`src/rtl/bus_line_watch.sv`:
```
module bus_line_watch #(
  parameter int IDLE_CYCLES = 6250
) (
  input  logic clk,
  input  logic rst_n,
  input  logic scl_pin,
  input  logic sda_pin,
  input  logic ctl_pin,
  input  logic alr_pin,
  input  logic ctl_rise_sel,
  input  logic clr_ctl_edge,
  input  logic clr_alr_edge,
  output logic scl_lvl,
  output logic sda_lvl,
  output logic ctl_lvl,
  output logic alr_lvl,
  output logic ctl_edge_flag,
  output logic alr_edge_flag,
  output logic bus_idle,
  output logic irq
);
  localparam int CW = $clog2(IDLE_CYCLES + 1);
  localparam logic [CW-1:0] LAST = CW'(IDLE_CYCLES - 1);

  logic [3:0] meta, sync, prev;
  logic [1:0] warm;
  logic [CW-1:0] run;
  logic live, ctl_hit, alr_hit, lines_high;

  always_ff @(posedge clk or negedge rst_n) begin
    if (!rst_n) begin
      meta <= 4'hF;
      sync <= 4'hF;
      prev <= 4'hF;
      warm <= 2'd0;
    end else begin
      meta <= {alr_pin, ctl_pin, sda_pin, scl_pin};
      sync <= meta;
      prev <= sync;
      if (warm != 2'd3) warm <= warm + 2'd1;
    end
  end

  assign live    = (warm == 2'd3);
  assign ctl_hit = live && (ctl_rise_sel ? (sync[2] && !prev[2]) : (!sync[2] && prev[2]));
  assign alr_hit = live && !sync[3] && prev[3];

  always_ff @(posedge clk or negedge rst_n) begin
    if (!rst_n) begin
      ctl_edge_flag <= 1'b0;
      alr_edge_flag <= 1'b0;
    end else begin
      ctl_edge_flag <= ctl_hit || (ctl_edge_flag && !clr_ctl_edge);
      alr_edge_flag <= alr_hit || (alr_edge_flag && !clr_alr_edge);
    end
  end

  assign lines_high = sync[0] && sync[1];

  always_ff @(posedge clk or negedge rst_n) begin
    if (!rst_n) begin
      run      <= '0;
      bus_idle <= 1'b0;
    end else if (!lines_high) begin
      run      <= '0;
      bus_idle <= 1'b0;
    end else if (run == LAST) begin
      bus_idle <= 1'b1;
    end else begin
      run <= run + 1'b1;
    end
  end

  assign scl_lvl = sync[0];
  assign sda_lvl = sync[1];
  assign ctl_lvl = sync[2];
  assign alr_lvl = sync[3];
  assign irq     = ctl_edge_flag || alr_edge_flag;
endmodule


```
`config.mk`:
```
export PLATFORM = sky130hd
export DESIGN_NAME = bus_line_watch
export DESIGN_NICKNAME = d
export VERILOG_FILES = /design/src/rtl/bus_line_watch.sv
export SDC_FILE = /design/constraint.sdc
export NUM_CORES = 1
export LEC_CHECK = 0
export BUFFER_PORTS_ARGS = -buffer_cell sky130_fd_sc_hd__buf_2
export CAP_MARGIN = 20
export CORE_MARGIN = 1.5
export CORE_UTILIZATION = 49
export CTS_CLUSTER_DIAMETER = 200
export DETAILED_ROUTE_END_ITERATION = 8
export PLACE_DENSITY = 0.76
export SETUP_SLACK_MARGIN = 0.5
export SYNTH_ARGS = -nofsm -noshare
export SYNTH_HDL_FRONTEND = slang
export SYNTH_SLANG_ARGS = --single-unit
export TNS_END_PERCENT = 50
```
`constraint.sdc`:
```
create_clock -name clk -period 1.63 [get_ports clk]
set_input_delay 0.163 -clock clk [delete_from_list [all_inputs] [get_ports clk]]
set_output_delay 0.163 -clock clk [all_outputs]
set_load 0.02 [all_outputs]
```
# == Word level (Yosys, flattened, before mapping) ==
# Index checks and enable logic that the tools add are counted.
# word_totals
out_inout_bits,8
wordCells,36
regBits,30
input_bits,9
# op_classes
n_mux,5
addsub,2
n_eq_ne,5
reduce_logical,16
# op_table
op,n
2-to-1 mux 13 bit,2
adder 13 x 1 -> 13 bit (second input constant),1
equality test 13 bit (second input constant),1
logical AND 1 bit,8
zero test 1 bit,5
inequality test 2 bit (second input constant),2
logical OR 1 bit,3
2-to-1 mux 1 bit,3
adder 2 x 1 -> 2 bit (second input constant),1
equality test 2 bit (second input constant),1
inequality test 2 x 1 -> 1 bit (second input constant),1

# == Logic depth before layout (Yosys ltp) ==
# logic_depth
word_depth,5
mapped_depth,5
depth_no_buf,5

# == Worst setup path before layout ==
# No wires, ideal clock.
# synth_timing
kind,register to register
startpoint,register run[8]
endpoint,register run[1]
n_path_buf,0
arrival_time_ps,1614
required_time_ps,1505
setup_ps,125
slack_ps,-109
period_less_slack_ps,1739
path_stages_with_launch,4
path_cell_list,dfrtp_1 or4b_4 nor4_4 mux2_4
# synth_between
elab_chain_cells,2
# synth_lines
item,line_no,text
from (decl),27,logic [CW-1:0] run;
from (signal assigned),70,run <= run + 1'b1;
equality test 13 bit,67,end else if (run == LAST) begin
inequality test 2 bit (no line),n/a,
# No other way between the ends.
# A chain may end at the register's enable or synchronous reset.

# == Worst setup path in the final report ==
# layout_timing
startpoint,register run[1]
endpoint,register run[1]
# layout_between
elab_chain_cells,3
elab_cells_between_ends,5
classes_between,add/sub: 1; eq/ne: 2; mux: 2
# layout_lines
item,line_no,text
adder 13 x 1 -> 13 bit,70,
2-to-1 mux 13 bit,67,
2-to-1 mux 13 bit,64,end else if (!lines_high) begin
# Parallel ways exist; a longest one is shown, timed or not. The select of a mux whose other input is x is not followed.

==> impl_metrics.env <==
export IMPL_cp_max_fo=3
export IMPL_synth_edf_count=0
export IMPL_final_core_utilization_pct=77.2
export IMPL_overflow=0
export IMPL_area_growth_syn_to_layout_pct=44.7
export IMPL_die_y_um=52.8
export IMPL_syn_inst=102
export IMPL_min_period_ns=1.73
export IMPL_period_share_pct=106
export IMPL_finalHoldViolCount=0
export IMPL_htreeDepth=1
export IMPL_drive_gt1_share_pct=51.4
export IMPL_cts_made_buffers=3
export IMPL_start_util_pct=53.3
export IMPL_ys_ff_latch=28
export IMPL_die_width_um=52.8
export IMPL_synth_commonest_cells="dfrtp_1 (18), dfstp_2 (10), nand2_1 (7), a21oi_1 (6)"
export IMPL_fin_cells=174
export IMPL_cp_start_kind="flip-flop"
export IMPL_clk_path_buf_depth=2
export IMPL_finalSetupViolations=6
export IMPL_outcome="complete, but fails checks"
export IMPL_clock_latency_ns=0.34
export IMPL_ir_drop_mv=0.677
export IMPL_max_stage_delay_ns=0.46
export IMPL_path_buf_inv=1
export IMPL_syn_area_per_cell_um2=11.9
export IMPL_core_area_um2=2280
export IMPL_drt_initial_drc_count=23
export IMPL_numPlacedInstances=157
export IMPL_crit_chain="inv_2, ha_1, or4bb_4, nor4_4, mux2_4"
export IMPL_grt_total_usage_pct=22.4
export IMPL_slowest_stage="or4bb_4"
export IMPL_p_per_area_nw_per_um2=689
export IMPL_ys_seq_area_share_pct=58.8
export IMPL_grt_max_degree=29
export IMPL_via_per_inst=5.80
export IMPL_holdPathEnd="ctl_edge_flag"
export IMPL_drc=0
export IMPL_timing_worst_setup_path_type="reg2reg"
export IMPL_n_antenna_cell=0
export IMPL_yosys_top_cells_area="dfrtp_1 (37%), dfstp_2 (22%), ha_1 (3.1%)"
export IMPL_synthesis_area_um2=1210
export IMPL_clk_pin_slew_ns=0.15
export IMPL_crit_family="simple AND/OR/NAND/NOR gates"
export IMPL_dp_hpwl_um=1650
export IMPL_nFillCells=132
export IMPL_synth_ff_type="dfrtp_1"
export IMPL_cap_violations=0
export IMPL_hold_class="in2reg"
export IMPL_vias=1009
export IMPL_rr_worst_depth=5
export IMPL_portBuffers=16
export IMPL_multi_input_area_um2=617
export IMPL_hold_depth=3
export IMPL_yosys_warnings=0
export IMPL_avgRoutedWirePerCell_um=16.4
export IMPL_drt_pass1_iterations=5
export IMPL_rsz0062_at_grt="yes"
export IMPL_die_area_um2=2780
export IMPL_rr_startpoint="run[1]"
export IMPL_tns_ns=-0.272
export IMPL_leakage_nw=0.765
export IMPL_hold_start="clr_ctl_edge"
export IMPL_grt_pass1_vias=964
export IMPL_cts_sinks=28
export IMPL_finalMaxSlewViolations=0
export IMPL_root_buffer="clkbuf_4"
export IMPL_worstPathArrival_ns=1.97
export IMPL_reg2reg_to="run[1]"
export IMPL_grt_pass1_wl_um=4390
export IMPL_seqCellArea_um2=714
export IMPL_cp_required_ns=1.87
export IMPL_routed_wl_um=2860
export IMPL_clock_skew_ns=0.00776
export IMPL_postLayoutSetupSlackWorst_ns=-0.100
export IMPL_maxSlewHeadroom_pct=59.7
export IMPL_total_power_mw=1.21
export IMPL_violations="setup timing"
export IMPL_synth_cell_types=35
export IMPL_yosysTopAreaCellShare_pct=37.1
export IMPL_synth_most_common_cell="dfrtp_1"
export IMPL_place_ws_ns=-0.0856
export IMPL_syn_num_nets=114
export IMPL_reg2reg_slack_ns=-0.10
export IMPL_cp_end_kind="flip-flop"
export IMPL_io_pins=17
export IMPL_gp_congestion=0.766
export IMPL_rows=17
export IMPL_fin_nets=159
export IMPL_yosys_area_top_type="dfrtp_1"
export IMPL_ant_nets=0
export IMPL_antenna_found_initial=0
export IMPL_worstMarginPinSlew_ns=0.605
export IMPL_synthArstFlopShare_pct=100
export IMPL_cts_tree="done"
export IMPL_fmax_mhz=578
through the flow:
step	cell area, um^2	hold slack, ns
CTS	1610	0.110
global route	1760	0.119
detailed placement	1420	0.207
finish	1760	0.124
floorplan	1210	-0.133
global placement	1420	0.199
registers in the layout, summed over array words and instances, names as in the netlist:
| name | flops |
|---|---|
| warm | 2 |
| meta | 4 |
| run | 13 |
| ctl_edge_flag | 1 |
| bus_idle | 1 |
| sync | 4 |
| alr_edge_flag | 1 |
| prev | 2 |
report_power, final:
group	internal (mW)	total, mW	switching [mW]
combinational	0.0630	0.129	0.0657
clock	0.137	0.341	0.203
sequential	0.725	0.740	0.0153
total	0.925	1.21	0.285
final cells by class:
class / count / share of cell area, %
clock buffer: 4 / 2.07
inverter: 4 / 0.855
multi-input combinational: 68 / 35.1
sequential: 28 / 40.7
tap: 28 / 1.99
timing repair buffer: 42 / 19.3
worst max path at each step:
stage | start | to | slack, ns | cells after the start
after global routing | run[1] | run[0] | -0.14 | 6
after global placement | run[1] | run[1] | -0.01 | 5
after CTS | run[1] | run[1] | -0.1 | 5
final | run[1] | run[1] | -0.10 | 5
after detailed placement | run[1] | run[1] | -0.09 | 5
after floorplan | run[1] | run[1] | -0.07 | 5
cells by family after synthesis:
group	synth area share (%)
AO/OA/AOI/OAI	9.79
multiplexers	3.81
flip-flops	58.8
buffers and inverters	1.96
XOR/XNOR	2.17
adder cells (fa/ha/maj)	3.09
AND/OR/NAND/NOR	20.4
worst reg2reg max path, delay by kind of cell (launching register included):
family | cells | cell delay, ns
multiplexers | 1 | 0.33
flip-flops | 1 | 0.45
adder cells (fa/ha/maj) | 1 | 0.12
AND/OR/NAND/NOR | 2 | 0.66
buffers and inverters | 1 | 0.08
cell usage in the layout (no fill, tap or decap), drive strengths merged, types with 3 or more instances in the layout:
cell / Yosys / routed
dlygate4sd3: 0 / 6
ha: 3 / 3
or3: 3 / 3
nand4: 3 / 3
inv: 4 / 4
clkbuf: 1 / 4
dfrtp: 18 / 18
or4: 3 / 3
nand2: 7 / 7
o31ai: 3 / 3
nor2: 4 / 4
nand2b: 5 / 5
nand3: 5 / 5
dfstp: 10 / 10
buf: 1 / 36
a21oi: 6 / 6
o21ai: 4 / 4
per-layer routing:
| layer | routed length (um) | share of wire [%] | GRT usage [%] | vias to the layer above |
|---|---|---|---|---|
| met2 | 1460 | 51 | 35.6 | 46 |
| met3 | 129 | 4.5 | 3.43 | 5 |
| met1 | 1230 | 43 | 30.0 | 497 |
| li1 | - | - | - | 461 |
| met4 | 42 | 1.5 | 10.3 | 0 |
| met5 | 0 | 0 | 0 | - |
timing repair:
action,4_1_cts,5_1_grt
resized for setup,21,22
hold endpoints to repair,23,0
hold buffers,6,0
buffers inserted,3,4
gates cloned,0,0
endpoints found under the setup margin,18,21
pin swaps,7,7
Power figures use the tool's default switching activity.
